$ cat src/rtl/pinirq_pkg.sv
package pinirq_pkg;

  localparam int MODE_W = 4;

  typedef enum logic [MODE_W-1:0] {
    MODE_OFF  = 4'h0,
    MODE_LOW  = 4'h8,
    MODE_RISE = 4'h9,
    MODE_FALL = 4'hA,
    MODE_BOTH = 4'hB,
    MODE_HIGH = 4'hC
  } irq_mode_e;

  function automatic logic mode_hit(input logic [MODE_W-1:0] code,
                                    input logic cur, input logic prev);
    logic r;
    case (code)
      MODE_LOW:  r = !cur;
      MODE_HIGH: r = cur;
      MODE_RISE: r = cur && !prev;
      MODE_FALL: r = !cur && prev;
      MODE_BOTH: r = cur ^ prev;
      default:   r = 1'b0;
    endcase
    return r;
  endfunction

endpackage

$ cat src/rtl/pinirq_cfg_bank.sv
module pinirq_cfg_bank
  import pinirq_pkg::*;
#(
  parameter int NUM_PINS = 32,
  parameter int ADDR_W   = 8
) (
  input  logic                       clk,
  input  logic                       rst_n,
  input  logic                       wr_en,
  input  logic [ADDR_W-1:0]          addr,
  input  logic [MODE_W-1:0]          wr_field,
  output logic [NUM_PINS*MODE_W-1:0] cfg_flat
);

  for (genvar n = 0; n < NUM_PINS; n++) begin : g_pin
    localparam logic [ADDR_W-1:0] MY_ADDR = ADDR_W'(n * 4);
    logic              sel;
    logic [MODE_W-1:0] cfg_d, cfg_q;

    always_comb begin
      sel   = wr_en && (addr == MY_ADDR);
      cfg_d = cfg_q;
      if (sel) cfg_d = wr_field;
    end

    always_ff @(posedge clk or negedge rst_n) begin
      if (!rst_n) cfg_q <= '0;
      else        cfg_q <= cfg_d;
    end

    assign cfg_flat[n*MODE_W +: MODE_W] = cfg_q;

    assert_cfg_write_R1: assert property (@(posedge clk) disable iff (!rst_n)
      (wr_en && addr == MY_ADDR) |=> (cfg_q == $past(wr_field)));
  end

endmodule

$ cat src/rtl/pinirq_detect.sv
module pinirq_detect
  import pinirq_pkg::*;
#(
  parameter int NUM_PINS = 32
) (
  input  logic                       clk,
  input  logic                       rst_n,
  input  logic [NUM_PINS-1:0]        pins,
  input  logic [NUM_PINS*MODE_W-1:0] cfg_flat,
  output logic [NUM_PINS-1:0]        hit
);

  logic [NUM_PINS-1:0] prev_d, prev_q;

  always_comb prev_d = pins;

  always_ff @(posedge clk or negedge rst_n) begin
    if (!rst_n) prev_q <= '0;
    else        prev_q <= prev_d;
  end

  for (genvar n = 0; n < NUM_PINS; n++) begin : g_det
    logic [MODE_W-1:0] code;
    assign code   = cfg_flat[n*MODE_W +: MODE_W];
    assign hit[n] = mode_hit(code, pins[n], prev_q[n]);

    assert_off_quiet_R4: assert property (@(posedge clk) disable iff (!rst_n)
      (code == MODE_OFF) |-> !hit[n]);
    assert_rise_seen_R3: assert property (@(posedge clk) disable iff (!rst_n)
      (code == MODE_RISE && pins[n] && !$past(pins[n])) |-> hit[n]);
  end

endmodule

$ cat src/rtl/pinirq_flags.sv
module pinirq_flags #(
  parameter int NUM_PINS = 32
) (
  input  logic                clk,
  input  logic                rst_n,
  input  logic [NUM_PINS-1:0] clr_mask,
  input  logic [NUM_PINS-1:0] hit,
  output logic [NUM_PINS-1:0] flags
);

  logic [NUM_PINS-1:0] flags_d, flags_q;

  always_comb flags_d = (flags_q & ~clr_mask) | hit;

  always_ff @(posedge clk or negedge rst_n) begin
    if (!rst_n) flags_q <= '0;
    else        flags_q <= flags_d;
  end

  assign flags = flags_q;

  assert_w1c_R5: assert property (@(posedge clk) disable iff (!rst_n)
    1'b1 |=> ((flags_q & $past(clr_mask & ~hit)) == '0));
  assert_hit_wins_R7: assert property (@(posedge clk) disable iff (!rst_n)
    1'b1 |=> (($past(hit) & ~flags_q) == '0));

endmodule

$ cat src/rtl/pin_irq_unit.sv
module pin_irq_unit
  import pinirq_pkg::*;
#(
  parameter int NUM_PINS    = 32,
  parameter int ADDR_W      = 8,
  parameter int DATA_W      = 32,
  parameter int FIELD_LSB   = 16,
  parameter int STATUS_ADDR = 'hA0
) (
  input  logic                clk,
  input  logic                rst_n,
  input  logic [NUM_PINS-1:0] pin_level,
  input  logic                bus_wr_en,
  input  logic [ADDR_W-1:0]   bus_addr,
  input  logic [DATA_W-1:0]   bus_wdata,
  output logic [DATA_W-1:0]   bus_rdata,
  output logic [NUM_PINS-1:0] irq_flags,
  output logic                irq_req
);

  localparam logic [ADDR_W-1:0] STAT_A = ADDR_W'(STATUS_ADDR);

  // reset: asserted asynchronously, released on a clock edge
  logic [1:0] rst_sync;
  logic       rst_n_i;
  always_ff @(posedge clk or negedge rst_n) begin
    if (!rst_n) rst_sync <= 2'b00;
    else        rst_sync <= {rst_sync[0], 1'b1};
  end
  assign rst_n_i = rst_sync[1];

  logic [NUM_PINS*MODE_W-1:0] cfg_flat;
  logic [NUM_PINS-1:0]        hit;
  logic [NUM_PINS-1:0]        clr_mask;
  logic                       stat_wr;

  pinirq_cfg_bank #(.NUM_PINS(NUM_PINS), .ADDR_W(ADDR_W)) u_cfg (
    .clk(clk), .rst_n(rst_n_i), .wr_en(bus_wr_en), .addr(bus_addr),
    .wr_field(bus_wdata[FIELD_LSB +: MODE_W]), .cfg_flat(cfg_flat));

  pinirq_detect #(.NUM_PINS(NUM_PINS)) u_det (
    .clk(clk), .rst_n(rst_n_i), .pins(pin_level), .cfg_flat(cfg_flat), .hit(hit));

  always_comb begin
    stat_wr  = bus_wr_en && (bus_addr == STAT_A);
    clr_mask = stat_wr ? bus_wdata[NUM_PINS-1:0] : '0;
  end

  pinirq_flags #(.NUM_PINS(NUM_PINS)) u_flg (
    .clk(clk), .rst_n(rst_n_i), .clr_mask(clr_mask), .hit(hit), .flags(irq_flags));

  logic irq_d, irq_q;
  always_comb irq_d = |irq_flags;
  always_ff @(posedge clk or negedge rst_n_i) begin
    if (!rst_n_i) irq_q <= 1'b0;
    else          irq_q <= irq_d;
  end
  assign irq_req = irq_q;

  always_comb begin
    bus_rdata = '0;
    if (bus_addr == STAT_A) bus_rdata = DATA_W'(irq_flags);
    for (int n = 0; n < NUM_PINS; n++) begin
      if (bus_addr == ADDR_W'(n * 4))
        bus_rdata = DATA_W'(cfg_flat[n*MODE_W +: MODE_W]) << FIELD_LSB;
    end
  end

  assert_irq_rise_R8: assert property (@(posedge clk) disable iff (!rst_n_i)
    (|irq_flags) |=> irq_req);
  assert_irq_fall_R8: assert property (@(posedge clk) disable iff (!rst_n_i)
    !(|irq_flags) |=> !irq_req);

endmodule

$ cat config.mk
export PLATFORM = sky130hd
export DESIGN_NAME = pin_irq_unit
export DESIGN_NICKNAME = d
export VERILOG_FILES = /design/src/rtl/pinirq_pkg.sv /design/src/rtl/pinirq_cfg_bank.sv /design/src/rtl/pinirq_detect.sv /design/src/rtl/pinirq_flags.sv /design/src/rtl/pin_irq_unit.sv
export SDC_FILE = /design/constraint.sdc
export NUM_CORES = 1
export LEC_CHECK = 0
export BUFFER_PORTS_ARGS = -buffer_cell sky130_fd_sc_hd__buf_2
export CORE_MARGIN = 3
export CORE_UTILIZATION = 30
export DETAILED_ROUTE_END_ITERATION = 10
export PLACE_DENSITY_LB_ADDON = 0.2
export SETUP_SLACK_MARGIN = 0.3
export SLEW_MARGIN = 10
export SYNTH_ARGS = -nofsm -noshare
export SYNTH_HDL_FRONTEND = slang
export SYNTH_SLANG_ARGS = --single-unit
$ cat constraint.sdc
create_clock -name clk -period 6.3 [get_ports clk]
set_clock_uncertainty 0.2 [all_clocks]
set_input_delay 0.945 -clock clk [delete_from_list [all_inputs] [get_ports clk]]
set_output_delay 0.945 -clock clk [all_outputs]
set_load 0.01 [all_outputs]
After elaboration in Yosys (flattened, before gate mapping)
Cells that the tools add are included.
{"block": "classes", "bitwise_logic": 35, "n_mul": 0, "shift": 0, "n_lt_le_gt_ge": 0, "add_sub_neg": 0, "div_mod_pow": 0, "n_mux": 66, "eq_ne": 192, "reduce_logical": 163}
{"cell": "$mux W32", "count": 34}
{"cell": "$eq A4 B4 Y1 const B", "count": 160}
{"cell": "$pmux W1 S5", "count": 32}
{"cell": "$eq A8 B7 Y1 const B", "count": 16}
{"cell": "$logic_and A1 B1 Y1", "count": 97}
{"cell": "$eq A8 B6 Y1 const B", "count": 8}
{"cell": "$logic_not A1 Y1", "count": 64}
{"cell": "$and A32 B32 Y32", "count": 1}
{"cell": "$eq A8 B5 Y1 const B", "count": 4}
{"cell": "$not A32 Y32", "count": 1}
{"cell": "$or A32 B32 Y32", "count": 1}
{"cell": "$reduce_or A32 Y1", "count": 1}
{"cell": "$xor A1 B1 Y1", "count": 32}
{"cell": "$eq A8 B4 Y1 const B", "count": 2}
{"cell": "$eq A8 B3 Y1 const B", "count": 1}
{"cell": "$eq A8 B8 Y1 const B", "count": 1}
{"cell": "$logic_not A8 Y1", "count": 1}
{"block": "totals", "rom_bits": 0, "latch_bits": 0, "elab_cells": 492, "register_bits": 195, "input_bits": 75, "out_inout_bits": 65, "ram_bits": 0, "n_memories": 0}

Logic depth before layout (Yosys ltp)
Gate-level depths: netlist of the first run.
{"block": "depth", "ltp_word": 34, "depth_mapped": 10, "ltp_nobuf": 7}

Cells and area by module
A second synthesis of the first run with hierarchy kept.
{"block": "hier_totals", "cells_unflattened": 1257, "area_unflattened_um2": 12522.0}
{"module": "pinirq_cfg_bank", "area_each_um2": 5242.5, "instances": 1, "seq_area_each_um2": 3203.1, "cells_per_inst": 330}
{"module": "pinirq_detect", "area_each_um2": 3651.0, "instances": 1, "seq_area_each_um2": 800.8, "cells_per_inst": 454}
{"module": "pin_irq_unit", "area_each_um2": 2467.4, "instances": 1, "seq_area_each_um2": 75.1, "cells_per_inst": 377}
{"module": "pinirq_flags", "area_each_um2": 1161.1, "instances": 1, "seq_area_each_um2": 800.8, "cells_per_inst": 96}

Worst setup path before layout of the first run
Ideal clock, no wire load.
{"block": "synth_path", "kind": "input -> output", "from": "input bus_addr[3]", "to": "output bus_rdata[18]", "path_stages": 8, "required_time_ns": 5.155, "arrival_time_ns": 2.663, "n_path_buf": 2, "path_slack_ns": 2.492, "cell_sequence": "buf_2 -> or4b_1 -> buf_2 -> nor2_1 -> a2111oi_0 -> o211ai_1 -> a211oi_1 -> nor3_1"}
{"block": "synth_via", "elab_chain_len": 34, "elab_cells_between_ends": 66, "classes_between": "eq/ne (32); mux (33); reduce/logical (1)"}
{"element": "from (decl)", "line": "pin_irq_unit.sv:14", "rtl": "input logic [ADDR_W-1:0] bus_addr,"}
{"element": "$eq A8 B8 Y1", "line": "pin_irq_unit.sv:62", "rtl": "if (bus_addr == STAT_A) bus_rdata = DATA_W'(irq_flags);"}
{"element": "$mux W32", "line": "pin_irq_unit.sv:62"}
{"element": "$mux W32 (31 in series)", "line": "pin_irq_unit.sv:64", "rtl": "if (bus_addr == ADDR_W'(n * 4))"}
{"element": "$mux W32 *", "line": "pin_irq_unit.sv:64"}
{"element": "to (decl)", "line": "pin_irq_unit.sv:16", "rtl": "output logic [DATA_W-1:0] bus_rdata,"}
Mark *: on every way between the ends. The rest lies on a longest branch, timed or not.

Final worst setup path of the first run
{"block": "layout_path", "from": "input bus_addr[2]", "to": "output bus_rdata[17]"}
The elaborated chain is that of the path after synthesis.

==> flow_summary.toml, run 1 <==
[run_status]
status = "completed"

[worst_setup_path]
crit_arrival_ps = 3940
crit_path_start_kind = "input pin"
slowest_stage = "nor4b_2"
crit_chain = "buf_2 -> buf_4 -> nor4b_2 -> a21oi_1 -> nor2_1 -> a311oi_1 -> o21ai_0 -> a21oi_1 -> o21ai_1 -> buf_2"
endpoint_kind = "output port"
critPathRequiredTime_ps = 5150
slowest_delay_ps = 890
critPathKind = "input pin to output port"
cp_max_fo = 30
r2r_slack_ps = 3970

[synthesis]
async_reset_ff_frac = 1.000
ys_warn_count = 0
synth_top_family_by_area = "multiplexers"
synth_compound_area_frac = 0.1420
ys_seq_area_frac = 0.4203
synthSimpleGateAreaFrac = 0.1156
syn-num-nets = 1266
synth_cells = 1127
synthXorXnorAreaFrac = 0.02338
ys_types = 70
syn_area_um2 = 11610
syn_area_per_cell_um2 = 10.30
synth-edff-count = 0
synth.mux.area_fraction = 0.1671
ys_ff_latch = 195
synthAdderAreaFrac = 0.06897
synthFlopType = "dfrtp_1"

[layout]
fill_cells = 3879
fin_util = 0.3537
finish.instance_area_um2 = 13420
final_common_cell = "dfrtp_1"
nNetsFinal = 1382
syn_to_final_growth_pct = 15.56
multiInputGateArea_um2 = 6025
seq_area_um2 = 4883
drive_gt1_frac = 0.2675
fin_cells = 1768
final_cell_mix = "dfrtp_1, buf_2, mux2_2"

[sta]
finalSetupViolCount = 0
finalCriticalPeriod_ps = 5087
fin_crit_sh = 0.8075
rsz0062_at_grt = "no"
max_freq_mhz = 196.6
setup_tns_ps = 0
finalHoldViolations = 0
finalMaxSlewViolations = 0
tightest_slew_ps = 1083
slew_headroom = 0.2682

[floorplanning]
rows = 71
die_h_um = 202.7
die_w_um = 202.7
initial_core_util = 0.3061
dieArea_um2 = 41100
core-area_um2 = 37930
io_pins = 140

[detailed_routing]
routedWlPerCell_um = 22.38
postRouteAntennaNets = 0
via_per_inst = 5.239
first_pass_iters = 5
wl_um = 39570
drt-initial-drc-count = 651
num_vias = 9262
drc = 0

[clock_network]
cts_max_level = 4
clk_latency_ps = 470
cts-root-buf = "clkbuf_16"
cts_buffers = 17
ctsLongestPathBuffers = 2
clock-sinks = 195
cts_tree = "done"
cts.clk_slew.worst_paths_ps = 70
ctsResizeCount = 0
post-cts-setup-buffers = 0
cts_hold_buf = 0

[place]
post-dp-hpwl_um = 29260
gp_congestion = 0.9519
place_inst = 1735
portBuffers = 139
placed_area_um2 = 12840

[min_path]
hp-class = "input pin to async pin"

[flow_run]
cap_violations = 0

[global_route]
overflow = 0
grt_first_pass_wirelength_um = 59600
grt_start_max_net_pins = 98
grt_util_all_layers = 0.1923
grt_antenna_before_repair = 3
grt_pass1_vias = 9352

[power]
p_leak_nw = 6.483
p_per_area_nw_per_um2 = 243.1
p_total_mw = 3.262
ir_drop_mv = 0.1938
[metal layers]
layer / part of all wire / wire, um / track usage / vias to the layer above
met5: 0.00018 / 7 / 0 / -
met4: 0.025 / 995 / 0.06459 / 2
met3: 0.041 / 1608 / 0.03159 / 55
met2: 0.48 / 19110 / 0.3204 / 238
met1: 0.45 / 17850 / 0.2546 / 4653
li1: - / - / - / 4314
[cell usage after synthesis (all sizes together), types with 4 or more instances]
cell type	n	area (um2)
xor2	30	262.8
and3	31	193.9
a22oi	4	30.03
o32ai	5	43.79
a311o	29	290.3
nor2b	6	37.54
and2	5	31.28
nor4bb	4	40.04
a32o	30	300.3
a31oi	4	25.02
o221ai	5	43.79
nand3	19	95.09
o21ai	60	300.3
nor4	12	81.33
ha	64	800.8
a21oi	23	115.1
nor2	62	232.7
mux2	135	1520
nor4b	5	83.83
nor3	9	45.04
mux2i	42	420.4
clkbuf	38	142.6
or4b	5	50.05
inv	126	473.0
dfrtp	195	4880
o211ai	5	37.54
a22o	5	43.79
buf	19	103.9
nand2	75	289.0
o22ai	12	75.07
a211oi	10	75.07
a221oi	4	35.03
[cells by family after synthesis]
group / count (synthesis)
AND/OR/NAND/NOR: 253
flip-flops: 195
AO/OA/AOI/OAI: 222
multiplexers: 177
XOR/XNOR: 31
buffers and inverters: 184
adder cells (fa/ha/maj): 64
other: 1
[critical path, delay by kind of cell]
| kind | cells | cell delay [ps] |
|---|---|---|
| compound gates | 5 | 740 |
| buf+inv | 3 | 1150 |
| simple gates | 2 | 1060 |
[report_power, final]
part           internal [mW]  switching (mW)  total [mW]
clock                  0.542           0.545        1.09
combinational          0.256           0.280       0.535
sequential              1.38           0.256        1.64
[sequential cells by signal, indices dropped and copies added (netlist names)]
name,cells
u_cfg.g_pin.cfg_q,128
u_det.prev_q,32
u_flg.flags,32
rst_sync,2
irq_req,1
[area by class of cell]
class / count / share of cell area
sequential: 195 / 0.3639
inverter: 127 / 0.03553
clock inverter: 13 / 0.008765
clock buffer: 19 / 0.03376
timing repair buffer: 154 / 0.06117
tap: 511 / 0.04765
antenna: 1 / 0.0001865
multi-input combinational: 748 / 0.4490
[through the flow]
stage	hold slack [ps]	worst slack, ps
2_1_floorplan	131.1	2492
3_3_place_gp	130.8	1369
3_5_place_dp	129.7	1262
4_1_cts	43.89	1264
5_1_grt	45.31	1036
6_report	59.48	1213
[final timing paths]
kind / cells past startpoint / to / start
setup / recovery: 10 / bus_rdata[17] / bus_addr[2]
hold / removal: 1 / rst_sync[1] / rst_n
setup reg to reg: 3 / irq_req / u_flg.flags[11]
hold reg to reg: 0 / u_det.prev_q[13] / rst_sync[1]
max in group asynchronous: 1 / u_cfg.g_pin[15].cfg_q[3] / rst_sync[1]
min in group clk: 0 / rst_sync[1] / rst_sync[0]
No activity file was read; power rests on OpenSTA's default activity.
==> run 2, diff against run 1 <==
- clock period: 6.3 -> 4.3 ns (I/O delays scaled with it)
==> run 2 against run 1 <==
Net effect:
- die area stayed put
- critical path depth down 1
- global-route usage is 0.074 points higher
- wire length shrank 0.17%
- clock power up 50%
- sequential cell count is the same
- non-clock buffer count grew 12
- worst setup slack worse by 800 ps
- largest cell class unchanged
==> flow_summary.toml, run 2 (synthesis gave the netlist of run 1 again) <==
[detailed_routing]
drc = 0
postRouteAntennaNets = 0
via_per_inst = 5.299
num_vias = 9432
first_pass_iters = 5
routedWlPerCell_um = 22.19
drt-initial-drc-count = 611
wl_um = 39500

[place]
placed_area_um2 = 12950
portBuffers = 139
gp_congestion = 0.9861
post-dp-hpwl_um = 29530
place_inst = 1746

[global_route]
grt_antenna_before_repair = 1
grt_pass1_vias = 9373
overflow = 0
grt_util_all_layers = 0.1930
grt_first_pass_wirelength_um = 60010
grt_start_max_net_pins = 81

[floorplanning]
die_w_um = 202.7
io_pins = 140
rows = 71
initial_core_util = 0.3061
dieArea_um2 = 41100
core-area_um2 = 37930
die_h_um = 202.7

[clock_network]
cts_buffers = 17
post-cts-setup-buffers = 0
cts-root-buf = "clkbuf_16"
clk_latency_ps = 460
cts_tree = "done"
ctsLongestPathBuffers = 2
cts.clk_slew.worst_paths_ps = 80
cts_max_level = 4
clock-sinks = 195

[worst_setup_path]
crit_arrival_ps = 3040
cp_max_fo = 15
endpoint_kind = "output port"
critPathRequiredTime_ps = 3450
critPathKind = "input pin to output port"
crit_path_start_kind = "input pin"

[flow_run]
cap_violations = 0

[sta]
finalCriticalPeriod_ps = 3886
slew_headroom = 0.4513
rsz0062_at_grt = "no"
max_freq_mhz = 257.3
finalHoldViolations = 0
fin_crit_sh = 0.9038
finalSetupViolCount = 0
setup_tns_ps = 0
finalMaxSlewViolations = 0
tightest_slew_ps = 823.1

[layout]
fill_cells = 3875
nNetsFinal = 1394
final_common_cell = "dfrtp_1"
largest_register_ffs = 128
final_cell_mix = "dfrtp_1, buf_2, mux2_2"
fin_cells = 1780
largest-register = "u_cfg.g_pin.cfg_q"
finish.instance_area_um2 = 13560
drive_gt1_frac = 0.2760
syn_to_final_growth_pct = 16.82

[min_path]
hp-class = "input pin to flip-flop"

[run_status]
status = "completed"

[power]
p_leak_nw = 6.563
ir_drop_mv = 0.2381
p_per_area_nw_per_um2 = 357.1
run 2: cell types whose count changed in the layout (fill, tap and decap cells not counted), sizes merged:
cell,delta
buf,+11
bufinv,+2
clkbuf,-1
dlygate4sd3,+1
inv,-1
run 2: stage by stage:
step                setup slack, ps  total power, mW    util  hold WS, ps
global placement              222.9            3.246  0.3415        135.4
CTS                           312.8            4.904  0.3570        129.2
global route                  309.0            5.083  0.3576        134.3
floorplan                     885.6            2.722       -        131.1
finish                        413.5            4.844  0.3576        151.6
detailed placement            234.0            3.255  0.3415        138.9
run 2: layer usage:
layer  global-route usage  routed length [um]  part of all wire  vias to the layer above
met5                    0                   0                 0                        -
met2               0.3153               18830              0.48                      260
met4              0.07251                1205             0.031                        0
met3              0.03287                1621             0.041                       50
met1               0.2570               17840              0.45                     4783
li1                     -                   -                 -                     4339
run 2: where the power goes:
part,internal (mW),total (mW),switching [mW]
Combinational,0.382,0.795,0.413
Clock,0.864,1.63,0.765
Sequential,2.03,2.42,0.392
run 2: worst max-delay path, cell delays in order:
cell,delay [ps]
buf_2,180
or4b_1,660
a211o_1,280
o41ai_1,60
a21oi_1,90
o41ai_2,470
a21oi_1,130
o21ai_1,310
buf_2,200
run 2: worst paths after layout:
path	from	end	slack [ps]	cells after the start
setup reg to reg	u_flg.flags[20]	irq_req	1950	3
hold / removal	pin_level[4]	u_det.prev_q[4]	150	1
min in group asynchronous	rst_sync[1]	u_det.prev_q[11]	200	0
setup / recovery	bus_addr[4]	bus_rdata[17]	410	9
hold reg to reg	rst_sync[0]	rst_sync[1]	150	0
max in group asynchronous	rst_sync[1]	u_cfg.g_pin[19].cfg_q[2]	2690	1
run 2: final cells by class:
type                            instances  area [um2]  area share
Multi-Input combinational cell        748        6043      0.4455
Sequential cell                       195        4883      0.3600
Timing Repair Buffer                  166       942.2     0.06946
Tap cell                              511       639.4     0.04714
Inverter                              127       476.7     0.03514
Clock buffer                           18       429.2     0.03164
Clock inverter                         14       147.6     0.01088
Antenna cell                            1       2.502   0.0001845
run 2: timing repair:
item | in CTS | in global routing
hold buffers | 1 | 0
resized for setup | 1 | 7
endpoints found under the setup margin | 1 | 4
hold endpoints to repair | 2 | 0
gates cloned | 0 | 0
pin swaps | 0 | 1
